File: config.mk
export PLATFORM = sky130hd
export DESIGN_NAME = aging_lru_tracker
export DESIGN_NICKNAME = d
export VERILOG_FILES = /design/src/rtl/aging_pkg.sv /design/src/rtl/age_slot.sv /design/src/rtl/age_min_search.sv /design/src/rtl/age_vic_reg.sv /design/src/rtl/aging_lru_tracker.sv
export SDC_FILE = /design/constraint.sdc
export NUM_CORES = 1
export LEC_CHECK = 0
export CAP_MARGIN = 20
export CORE_MARGIN = 10
export CORE_UTILIZATION = 34
export DETAILED_ROUTE_END_ITERATION = 10
export HOLD_SLACK_MARGIN = 0.08
export PLACE_DENSITY_LB_ADDON = 0.08
export SETUP_SLACK_MARGIN = 0.2
export SLEW_MARGIN = 10
export SYNTH_ARGS = -nofsm -noshare
export SYNTH_HDL_FRONTEND = slang
export SYNTH_HIERARCHICAL = 1
export SYNTH_SLANG_ARGS = --single-unit
File: constraint.sdc
create_clock -name clk -period 15.6 [get_ports clk]
set_clock_uncertainty 0.1 [all_clocks]
set_input_delay 3.12 -clock clk [delete_from_list [all_inputs] [get_ports clk]]
set_output_delay 3.12 -clock clk [all_outputs]
set_load 0.05 [all_outputs]
File: src/rtl/aging_pkg.sv
package aging_pkg;
   // Outcome of one comparison stage: smallest tag seen so far and its frame.
   function automatic logic pick_right(input logic [63:0] left_tag,
                                       input logic [63:0] right_tag);
      // Right wins only when strictly smaller; equal values keep the lower index.
      return right_tag < left_tag;
   endfunction
endpackage

File: src/rtl/age_slot.sv
module age_slot #(
   parameter int K = 8
) (
   input  logic         clk,
   input  logic         rst_n,
   input  logic         hit,
   input  logic         tick,
   input  logic         load,
   output logic [K-1:0] tag,
   output logic         flag
);
   if (K < 2) begin : g_bad_k
      $error("age_slot: K must be at least 2");
   end

   always_ff @(posedge clk or negedge rst_n) begin
      if (!rst_n) begin
         tag  <= '0;
         flag <= 1'b0;
      end else if (load) begin
         tag  <= '0;
         flag <= 1'b1;
      end else begin
         if (tick) tag <= {flag, tag[K-1:1]};
         flag <= hit | (flag & ~tick);
      end
   end

   a_r2_shift: assert property (@(posedge clk) disable iff (!rst_n)
      (tick && !load) |=> (tag[K-1] == $past(flag)) && (tag[K-2:0] == $past(tag[K-1:1])));
   a_r3_clear: assert property (@(posedge clk) disable iff (!rst_n)
      (tick && !hit && !load) |=> !flag);
   a_r4_carry: assert property (@(posedge clk) disable iff (!rst_n)
      (tick && hit) |=> flag);
   a_r7_load: assert property (@(posedge clk) disable iff (!rst_n)
      load |=> (tag == '0) && flag);
   a_r2_hold: assert property (@(posedge clk) disable iff (!rst_n)
      (!tick && !load) |=> $stable(tag));
endmodule

File: src/rtl/age_min_search.sv
module age_min_search #(
   parameter int N    = 8,
   parameter int K    = 8,
   parameter bit TREE = 1'b1,
   localparam int IW  = (N > 1) ? $clog2(N) : 1,
   localparam int LV  = IW,
   localparam int P   = 1 << LV
) (
   input  logic                 chk_en,
   input  logic [N-1:0][K-1:0]  tags,
   output logic [IW-1:0]        min_idx,
   output logic [K-1:0]         min_tag
);
   import aging_pkg::*;

   if (K > 64) begin : g_bad_k
      $error("age_min_search: K above 64 not supported");
   end

   if (TREE) begin : g_tree
      for (genvar l = 0; l <= LV; l++) begin : g_lvl
         localparam int W = P >> l;
         logic [K-1:0]  tg [W];
         logic [IW-1:0] ix [W];
         for (genvar j = 0; j < W; j++) begin : g_node
            if (l == 0) begin : g_leaf
               if (j < N) begin : g_real
                  assign tg[j] = tags[j];
                  assign ix[j] = IW'(j);
               end else begin : g_pad
                  assign tg[j] = '1;
                  assign ix[j] = '0;
               end
            end else begin : g_cmp
               logic rt;
               assign rt = pick_right(64'(g_lvl[l-1].tg[2*j]), 64'(g_lvl[l-1].tg[2*j+1]));
               assign tg[j] = rt ? g_lvl[l-1].tg[2*j+1] : g_lvl[l-1].tg[2*j];
               assign ix[j] = rt ? g_lvl[l-1].ix[2*j+1] : g_lvl[l-1].ix[2*j];
            end
         end
      end
      assign min_tag = g_lvl[LV].tg[0];
      assign min_idx = g_lvl[LV].ix[0];
   end else begin : g_chain
      always_comb begin
         min_tag = tags[0];
         min_idx = '0;
         for (int i = 1; i < N; i++) begin
            if (pick_right(64'(min_tag), 64'(tags[i]))) begin
               min_tag = tags[i];
               min_idx = IW'(i);
            end
         end
      end
   end

   always_comb begin
      if (chk_en) begin
         for (int i = 0; i < N; i++) begin
            a_r5_min: assert (min_tag <= tags[i]);
            if (IW'(i) < min_idx) begin
               a_r6_tie: assert (tags[i] != min_tag);
            end
         end
      end
   end
endmodule

File: src/rtl/age_vic_reg.sv
module age_vic_reg #(
   parameter int IW = 3,
   parameter int K  = 8
) (
   input  logic          clk,
   input  logic          rst_n,
   input  logic          req,
   input  logic [IW-1:0] cand_idx,
   input  logic [K-1:0]  cand_tag,
   output logic          vld,
   output logic [IW-1:0] idx,
   output logic [K-1:0]  tag
);
   always_ff @(posedge clk or negedge rst_n) begin
      if (!rst_n) begin
         vld <= 1'b0;
         idx <= '0;
         tag <= '0;
      end else begin
         vld <= req;
         if (req) begin
            idx <= cand_idx;
            tag <= cand_tag;
         end
      end
   end

   a_r8_valid: assert property (@(posedge clk) disable iff (!rst_n)
      req |=> vld && (idx == $past(cand_idx)) && (tag == $past(cand_tag)));
   a_r8_idle: assert property (@(posedge clk) disable iff (!rst_n)
      !req |=> !vld && $stable(idx) && $stable(tag));
   a_r1_reset: assert property (@(posedge clk)
      !rst_n |=> !vld && (idx == '0) && (tag == '0));
endmodule

File: src/rtl/aging_lru_tracker.sv
module aging_lru_tracker #(
   parameter int N    = 8,
   parameter int K    = 8,
   parameter bit TREE = 1'b1,
   localparam int IW  = (N > 1) ? $clog2(N) : 1
) (
   input  logic          clk,
   input  logic          rst_n,
   input  logic          ref_vld,
   input  logic [IW-1:0] ref_idx,
   input  logic          tick,
   input  logic          load_vld,
   input  logic [IW-1:0] load_idx,
   input  logic          vic_req,
   output logic          vic_vld,
   output logic [IW-1:0] vic_idx,
   output logic [K-1:0]  vic_tag
);
   if (N < 2) begin : g_bad_n
      $error("aging_lru_tracker: N must be at least 2");
   end

   logic [N-1:0][K-1:0] tags;
   logic [N-1:0]        flags;
   logic [IW-1:0]       cand_idx;
   logic [K-1:0]        cand_tag;

   for (genvar i = 0; i < N; i++) begin : g_frame
      logic hit_i, load_i;
      assign hit_i  = ref_vld  && (ref_idx  == IW'(i));
      assign load_i = load_vld && (load_idx == IW'(i));
      age_slot #(.K(K)) slot_i (
         .clk  (clk),
         .rst_n(rst_n),
         .hit  (hit_i),
         .tick (tick),
         .load (load_i),
         .tag  (tags[i]),
         .flag (flags[i])
      );
   end

   age_min_search #(.N(N), .K(K), .TREE(TREE)) search_i (
      .chk_en (rst_n),
      .tags   (tags),
      .min_idx(cand_idx),
      .min_tag(cand_tag)
   );

   age_vic_reg #(.IW(IW), .K(K)) vic_i (
      .clk     (clk),
      .rst_n   (rst_n),
      .req     (vic_req),
      .cand_idx(cand_idx),
      .cand_tag(cand_tag),
      .vld     (vic_vld),
      .idx     (vic_idx),
      .tag     (vic_tag)
   );

   a_r1_clean: assert property (@(posedge clk)
      !rst_n |=> (flags == '0) && (tags == '0));
endmodule

# After elaboration in Yosys (flattened, before gate mapping)
# Index checks and enable logic that the tools add are counted.
# Widths: inputs -> output; s select.
[totals]
ff_bits = 84
in_bits = 12
out_inout_bits = 12
wordCells = 121
[op_classes]
order_cmp = 7
eq_ne = 14
muxes = 38
bitwise_logic = 17
n_reduce_logical = 26
[op_table]
columns = ["cell", "n"]
rows = [
  ["$mux 8", 23],
  ["$lt 8x8->1", 7],
  ["$eq 3x3->1 const B", 8],
  ["$logic_and 1x1->1", 16],
  ["$reduce_bool 2->1", 8],
  ["$eq 3x2->1 const B", 4],
  ["$mux 1", 12],
  ["$mux 3", 3],
  ["$and 1x1->1", 8],
  ["$or 1x1->1", 8],
  ["$eq 3x1->1 const B", 2],
  ["$logic_not 3->1", 2],
  ["$not 1->1", 1],
]

# Logic depth before layout (Yosys ltp)
# Gate-level depths: netlist of the first run.
[logic_depth]
depth_word = 6
ltp_mapped = 28
mapped_depth_nobuf = 26

# Hierarchy
# The synthesis of the first run kept the hierarchy.
[by_module_without_submodules]
columns = ["module", "n_inst", "cells_per_inst", "area_each_um2", "seq_area_each_um2"]
rows = [
  ["age_slot", 8, 30, 364.1, 225.2],
  ["age_min_search", 1, 269, 2073.2, 0.0],
  ["age_vic_reg", 1, 24, 473.0, 300.3],
  ["aging_lru_tracker", 1, 16, 192.7, 0.0],
]

# Worst setup path after synthesis of the first run
# OpenSTA, ideal clock, no wires.
[synth_timing]
path_kind = "flip-flop to flip-flop"
startpoint = "reg g_frame[6].slot_i.tag[5]"
endpoint = "reg vic_i.idx[1]"
setup_time_ns = 0.125
t_arrival_ns = 5.175
required_time_ns = 15.375
slack_ns = 10.200
stages_incl_launch_ff = 28
n_path_buf = 3
synth_period_minus_slack_ns = 5.400
cell_sequence = "dfrtp_1 > inv_1 > ha_1 > a21o_1 > a21o_1 > a21oi_1 > o31a_1 > clkbuf_1 > a21oi_1 > inv_1 > ha_1 > a21o_1 > a21oi_1 > nor2_1 > a2111oi_0 > a21boi_1 > buf_6 > mux2i_1 > ha_1 > a21oi_1 > nor2b_1 > o21ai_0 > nand2b_1 > nor2_1 > a31oi_4 > buf_8 > mux2_4 > mux2_4"
[synth_between]
elab_chain_len = 6
word_cells_on_any_way = 7
cone_classes = "3 x order compare; 4 x mux"
[synth_lines]
columns = ["element", "line", "source"]
rows = [
  ["start: declaration", "age_slot.sv:9", "output logic [K-1:0] tag,"],
  ["start signal: assignment", "age_slot.sv:24", "if (tick) tag <= {flag, tag[K-1:1]};"],
  ["$lt 8x8->1", "aging_pkg.sv:6", "return right_tag < left_tag;"],
  ["$mux 8 *", "age_min_search.sv:37", "assign tg[j] = rt ? g_lvl[l-1].tg[2*j+1] : g_lvl[l-1].tg[2*j];"],
  ["$lt 8x8->1", "aging_pkg.sv:6", ""],
  ["$mux 8", "age_min_search.sv:37", ""],
  ["$lt 8x8->1", "aging_pkg.sv:6", ""],
  ["$mux 3 *", "age_min_search.sv:38", "assign ix[j] = rt ? g_lvl[l-1].ix[2*j+1] : g_lvl[l-1].ix[2*j];"],
  ["via cand_idx[1]", "aging_lru_tracker.sv:25", "logic [IW-1:0] cand_idx;"],
  ["end signal: assignment", "age_vic_reg.sv:22", "idx <= cand_idx;"],
  ["end: declaration", "age_vic_reg.sv:11", "output logic [IW-1:0] idx,"],
]
# The timed path passes the listed nets; every way through them passes the cells marked *.
# A chain may end at the register's enable or synchronous reset.

# Final worst setup path of the first run
[layout_timing]
startpoint = "reg g_frame[4].slot_i.tag[3]"
endpoint = "reg vic_i.tag[2]"
[layout_between]
elab_chain_len = 6
[layout_lines]
columns = ["element", "line", "source"]
rows = [
  ["start: declaration", "age_slot.sv:9", ""],
  ["start signal: assignment", "age_slot.sv:24", ""],
  ["$lt 8x8->1", "aging_pkg.sv:6", ""],
  ["$mux 8 *", "age_min_search.sv:37", ""],
  ["$lt 8x8->1", "aging_pkg.sv:6", ""],
  ["$mux 8 *", "age_min_search.sv:37", ""],
  ["$lt 8x8->1", "aging_pkg.sv:6", ""],
  ["$mux 8 *", "age_min_search.sv:37", ""],
  ["via cand_tag[2]", "aging_lru_tracker.sv:26", "logic [K-1:0] cand_tag;"],
  ["end signal: assignment", "age_vic_reg.sv:23", "tag <= cand_tag;"],
  ["end: declaration", "age_vic_reg.sv:12", "output logic [K-1:0] tag"],
]
# Marks and branches as above.

==> results of run 1 <==
## layout make-up
class	instances	area [um^2]
timing repair buffer	27	252.7
inverter	63	236.5
sequential	84	2102
clock inverter	6	87.58
tap	220	275.3
multi-input combinational	379	3124
fill	1680	10160
clock buffer	10	229.0
## state kept, by name, summed over array words and instances (netlist names)
signal / cells
g_frame.slot_i/flag: 8
g_frame.slot_i/tag: 64
vic_i/idx: 3
vic_i/tag: 8
vic_i/vld: 1
## report_power, final
group | leakage (nW) | internal [mW] | switching, mW
clock | 0.157 | 0.141 | 0.0920
combinational | 1.94 | 0.324 | 0.356
sequential | 1.11 | 0.260 | 0.0385
## logic make-up (layout without fill, tap and decap cells)
family / Yosys count / after routing / share of synthesized area [%]
muxes: 118 / 118 / 22.76
AOI/OAI and AO/OA: 76 / 76 / 9.232
and+or+nand+nor: 137 / 137 / 12.57
adders and majority gates: 48 / 48 / 10.63
DFF: 84 / 84 / 37.19
buffers and inverters: 86 / 106 / 7.616
## layer usage
layer,up-vias,track usage (%),share of wire [%]
met3,10,3.095,3.5
met5,-,0,0
met2,46,17.57,43
li1,1947,-,-
met4,0,4.269,1.4
met1,1866,17.14,52
## worst paths after layout
check                                                     start                                    to  slack (ns)  depth (start not counted)
max                        g_frame[4].slot_i/tag[3]$_DFFE_PN0P_              vic_i/tag[2]$_DFFE_PN0P_        8.77                         25
max reg2reg                g_frame[4].slot_i/tag[3]$_DFFE_PN0P_              vic_i/tag[2]$_DFFE_PN0P_        8.77                         25
min reg2reg                            vic_i/idx[0]$_DFFE_PN0P_              vic_i/idx[0]$_DFFE_PN0P_        0.41                          1
max in group asynchronous                                 rst_n  g_frame[0].slot_i/tag[4]$_DFFE_PN0P_       11.72                          2
min in group asynchronous                                 rst_n  g_frame[4].slot_i/tag[2]$_DFFE_PN0P_        2.61                          1
min                                    vic_i/idx[0]$_DFFE_PN0P_              vic_i/idx[0]$_DFFE_PN0P_        0.41                          1
## cells in the mapped netlist (2+ instances only)
cell type	count	share of area (%)
mux2i_1	96	17
nor2_1	96	6.4
dfrtp_1	84	37
inv_1	63	4.2
ha_1	48	11
a21oi_1	27	2.4
mux2_4	20	5.3
o21ai_0	15	1.3
buf_6	11	2.2
buf_2	8	0.71
and4b_2	6	1.2
and4bb_2	6	1.3
nand2_1	5	0.33
nand2b_1	5	0.55
a21o_1	4	0.53
nand4_1	4	0.44
a211oi_1	3	0.40
o21a_1	3	0.40
a211o_1	2	0.31
and4_1	2	0.31
and4_2	2	0.35
clkbuf_1	2	0.13
nand3_1	2	0.18
nor2b_1	2	0.22
nor4b_2	2	0.53
o21ai_1	2	0.18
o21bai_1	2	0.27
o311ai_0	2	0.31
==> metrics.md, run 1 <==
| Metric | Value |
|---|---|
| Final instance area | `between 6000 and 7000 um^2` |
| Final setup violation count | `0` |
| Max cap viols | `0` |
| Total global-route track usage | `12.17%` |
| Post-DRT Antenna Nets | `0` |
| Post-layout util | `38.31%` |
| CTS Hold Bufs | `0` |
| Status | `complete, no violations` |
| Placed cell count | `771` |
| Die width | `between 100 and 150 um` |
| Final slew viol count | `0` |
| Syn Area/Cell | `approximately 10 um^2` |
| Pre-antenna DRT Iters | `4` |
| DRT iter0 DRCs | `188` |
| First-pass GRT wire length | `roughly 22 mm` |
| Worst-path clk slew | `~0.060 ns` |
| Max rail drop VDD | `0.09395 mV` |
| CTS tree | `built` |
| DIE HEIGHT | `around 150 um` |
| Crit path max-delay family | `compound AO/OA/AOI/OAI gates` |
| Antenna cells | `0` |
| CTS sink cnt | `84` |
| CP required | `approximately 16 ns` |
| Power Density | `a little under 200 nW/um^2` |
| Top_reg_cell synth | `dfrtp_1` |
| Detailed Place HPWL | `9.276 mm` |
| Seq/Total Area, Yosys | `~37%` |
| Design Power | `~1.2 mW` |
| Post-CTS Resized | `0` |
| Post-DP Area | `approximately 6000 um^2` |
| Routability cong. | `0.7927` |
| Syn_nets | `609` |
| Core ar. | `between 15000 and 20000 um^2` |
| Synthesized instance count | `549` |
| Num CTS Buffers | `9` |
| Final WS setup | `8.772 ns` |
| Critical Path AT | `between 6 and 7 ns` |
| Vias in the first global route | `between 3000 and 4000` |
| Area grow syn2layout | `11.60%` |
| Initial antenna violation count | `0` |
| Max FO, Critical Path | `11` |
| Leading cell types in the layout, fill and taps excluded | `nor2_1 (96), mux2i_1 (96), dfrtp_1 (84)` |
| Fin cells | `approximately 790` |
| Fin nets | `624` |
| Max frequency | `between 100 and 150 MHz` |
| WL/cell | `approximately 16 um` |
| Hold Slack | `between 0.4 and 0.5 ns` |
| Dpl ws | `~8.7 ns` |
| Vias | `roughly 3900` |
| Pleak | `between 3 and 4 nW` |
| Crit path largest cell delay | `0.95 ns` |
| Port Buffers | `23` |
| CP startpoint kind | `flip-flop` |
| DRC viols | `0` |
| Slowest stage cell, crit path | `a21boi_1` |
| Ports | `24` |
| Buf/Inv on CP | `3` |
| Overall routed net length | `approximately 13 mm` |
| HP Class | `reg -> reg` |
| Post-synth ARST share | `100.0%` |
| Clock buffer depth | `2` |
| Yosys warns | `6` |
| Unrepaired setup endpoints after global routing | `false` |
| Worst-margin pin slew | `roughly 1.1 ns` |
| Slew margin rel. | `between 20% and 30%` |
| Setup TNS | `0 ns` |
| Fin. Hold Viols | `0` |
| Netlist Area Pre-Place | `roughly 5700 um^2` |
| Crit end category | `flip-flop` |
| Synth unique cells | `53` |
| Crit-path most repeated cell | `a21oi_1` |
| Largest net degree at the start of global routing | `54` |
| Postcts setup bufs | `0` |
| Yosys reg bits | `between 80 and 90` |
| Via/cell ratio | `a little under 5` |
| Die area | `22180 um^2` |
| Starting density of the core | `34.32%` |
| Share of layout cells above drive strength 1 | `12.48%` |
| CTS H-tree lvls | `3` |
| Root buffer cell | `clkbuf_16` |
| Final period util | `between 40% and 50%` |
| Crit path time final | `6.828 ns` |
| Latest clock arrival within the worst-skew pair | `0.35 ns` |
| WS Path Type | `reg -> reg` |
| Number of synthesized flops with an enable pin | `0` |
| GR Overflow Total | `0` |
| # rows | `47` |
No activity file was read; power rests on OpenSTA's default activity.
==> run 2, diff against run 1 <==
- clock period: 15.6 -> 6.85 ns (I/O delays scaled with it)
==> metrics.md, run 2 (synthesized netlist as in run 1, its figures left out) <==
| Metric | Value |
|---|---|
| CP startpoint kind | `flip-flop` |
| Top flop regs | `g_frame.slot_i/tag x64, g_frame.slot_i/flag x8, vic_i/tag x8` |
| Largest register FFs | `64` |
| Worst-path clk slew | `0.06 ns` |
| # rows | `47` |
| WL/cell | `15.91 um` |
| Num CTS Buffers | `9` |
| Power Density | `~450 nW/um^2` |
| Pleak | `approximately 3.2 nW` |
| CP required | `~7 ns` |
| Clock buffer depth | `2` |
| Pre-antenna DRT Iters | `4` |
| Fin cells | `between 700 and 800` |
| Ports | `24` |
| DRC viols | `0` |
| Largest net degree at the start of global routing | `50` |
| DIE HEIGHT | `between 100 and 150 um` |
| Final period util | `between 80% and 90%` |
| Initial antenna violation count | `0` |
| Overall routed net length | `12.53 mm` |
| Max cap viols | `0` |
| Die width | `148.9 um` |
| Root buffer cell | `clkbuf_16` |
| HP Class | `reg -> reg` |
| Routability cong. | `between 0.7 and 0.8` |
| Post-CTS Resized | `0` |
| Port Buffers | `23` |
| Max frequency | `164.2 MHz` |
| Fin nets | `624` |
| Design Power | `roughly 2.8 mW` |
| Unrepaired setup endpoints after global routing | `false` |
| Placed cell count | `around 770` |
| Latest clock arrival within the worst-skew pair | `~0.34 ns` |
| Max rail drop VDD | `0.1561 mV` |
| Dpl ws | `about 0.50 ns` |
| Status | `complete, no violations` |
| Leading cell types in the layout, fill and taps excluded | `nor2_1 (96), mux2i_1 (96), dfrtp_1 (84)` |
| DRT iter0 DRCs | `181` |
| Final setup violation count | `0` |
| Total global-route track usage | `about an eighth` |
| CTS H-tree lvls | `3` |
| Post-layout util | `between 30% and 40%` |
| CTS Hold Bufs | `0` |
| GR Overflow Total | `0` |
| Via/cell ratio | `4.848` |
| Slew margin rel. | `28.99%` |
| Post-DP Area | `around 6000 um^2` |
| Post-DRT Antenna Nets | `0` |
| CTS tree | `built` |
| Antenna cells | `0` |
| Postcts setup bufs | `0` |
| Die area | `roughly 22000 um^2` |
| Starting density of the core | `between 30% and 40%` |
| Crit end category | `flip-flop` |
| Final slew viol count | `0` |
| CTS sink cnt | `between 80 and 90` |
| Hold Slack | `0.4123 ns` |
| Crit path time final | `roughly 6.1 ns` |
| Critical Path AT | `between 6 and 7 ns` |
| Core ar. | `about 16000 um^2` |
| Detailed Place HPWL | `about 9.4 mm` |
| Final instance area | `about 6400 um^2` |
| Worst-margin pin slew | `around 1.1 ns` |
| Reg with most FFs | `g_frame.slot_i/tag` |
| Max FO, Critical Path | `11` |
| Vias | `~3800` |
| Final WS setup | `around 0.76 ns` |
| Share of layout cells above drive strength 1 | `12.50%` |
| WS Path Type | `reg -> reg` |
| Setup TNS | `0 ns` |
| Area grow syn2layout | `12.40%` |
| First-pass GRT wire length | `21.38 mm` |
| Fin. Hold Viols | `0` |
| Vias in the first global route | `between 3000 and 4000` |
## run 2: changes by cell type in the layout (fill, tap and decap cells not counted), sizes merged
cell,delta
clkinv,-2
bufinv,+2
inv,-1
## run 2: final timing paths
check	from	to	slack, ns	cells past startpoint
min	vic_i/idx[0]$_DFFE_PN0P_	vic_i/idx[0]$_DFFE_PN0P_	0.41	1
min reg2reg	vic_i/idx[0]$_DFFE_PN0P_	vic_i/idx[0]$_DFFE_PN0P_	0.41	1
max in group asynchronous	rst_n	g_frame[2].slot_i/tag[1]$_DFFE_PN0P_	4.74	2
max	g_frame[2].slot_i/tag[5]$_DFFE_PN0P_	vic_i/tag[1]$_DFFE_PN0P_	0.76	22
min in group asynchronous	rst_n	g_frame[7].slot_i/flag$_DFF_PN0_	0.89	1
max reg2reg	g_frame[2].slot_i/tag[5]$_DFFE_PN0P_	vic_i/tag[1]$_DFFE_PN0P_	0.76	22
## run 2: power by group
group          internal [mW]  total, mW  switching [mW]
logic                  0.745       1.56           0.818
registers              0.591      0.679          0.0880
clock network          0.391      0.592           0.201
total                   1.73       2.83            1.11
## run 2: cell type report
class	instances	area, um^2
fill	1653	10110
multi-input combinational	379	3129
sequential	84	2102
tap	220	275.3
timing repair buffer	27	255.2
inverter	63	236.5
clock buffer	10	229.0
clock inverter	5	125.1
## run 2: routing by layer
layer / routed length (um) / vias up / track usage [%]
met5: 0 / - / 0
met4: 224 / 0 / 4.907
met3: 417 / 14 / 2.306
met2: 5495 / 48 / 17.88
met1: 6396 / 1821 / 16.27
li1: - / 1937 / -
## run 2: worst max-delay path: stages, from the launching register on
cell and delay [ns]:
dfrtp_1 0.40, inv_1 0.06, ha_1 0.29, nand4_1 0.12, o31ai_2 0.92, mux2i_1 0.32
inv_1 0.07, ha_1 0.31, or2_2 0.27, a21oi_1 0.21, a21o_2 0.14, o21ai_1 0.09
o21ai_4 0.36, mux2i_1 0.39, inv_1 0.08, ha_1 0.29, and4_1 0.19, o21ai_0 0.08
o21bai_1 0.13, inv_1 0.08, a31oi_4 0.45, mux2_4 0.35, mux2_4 0.25
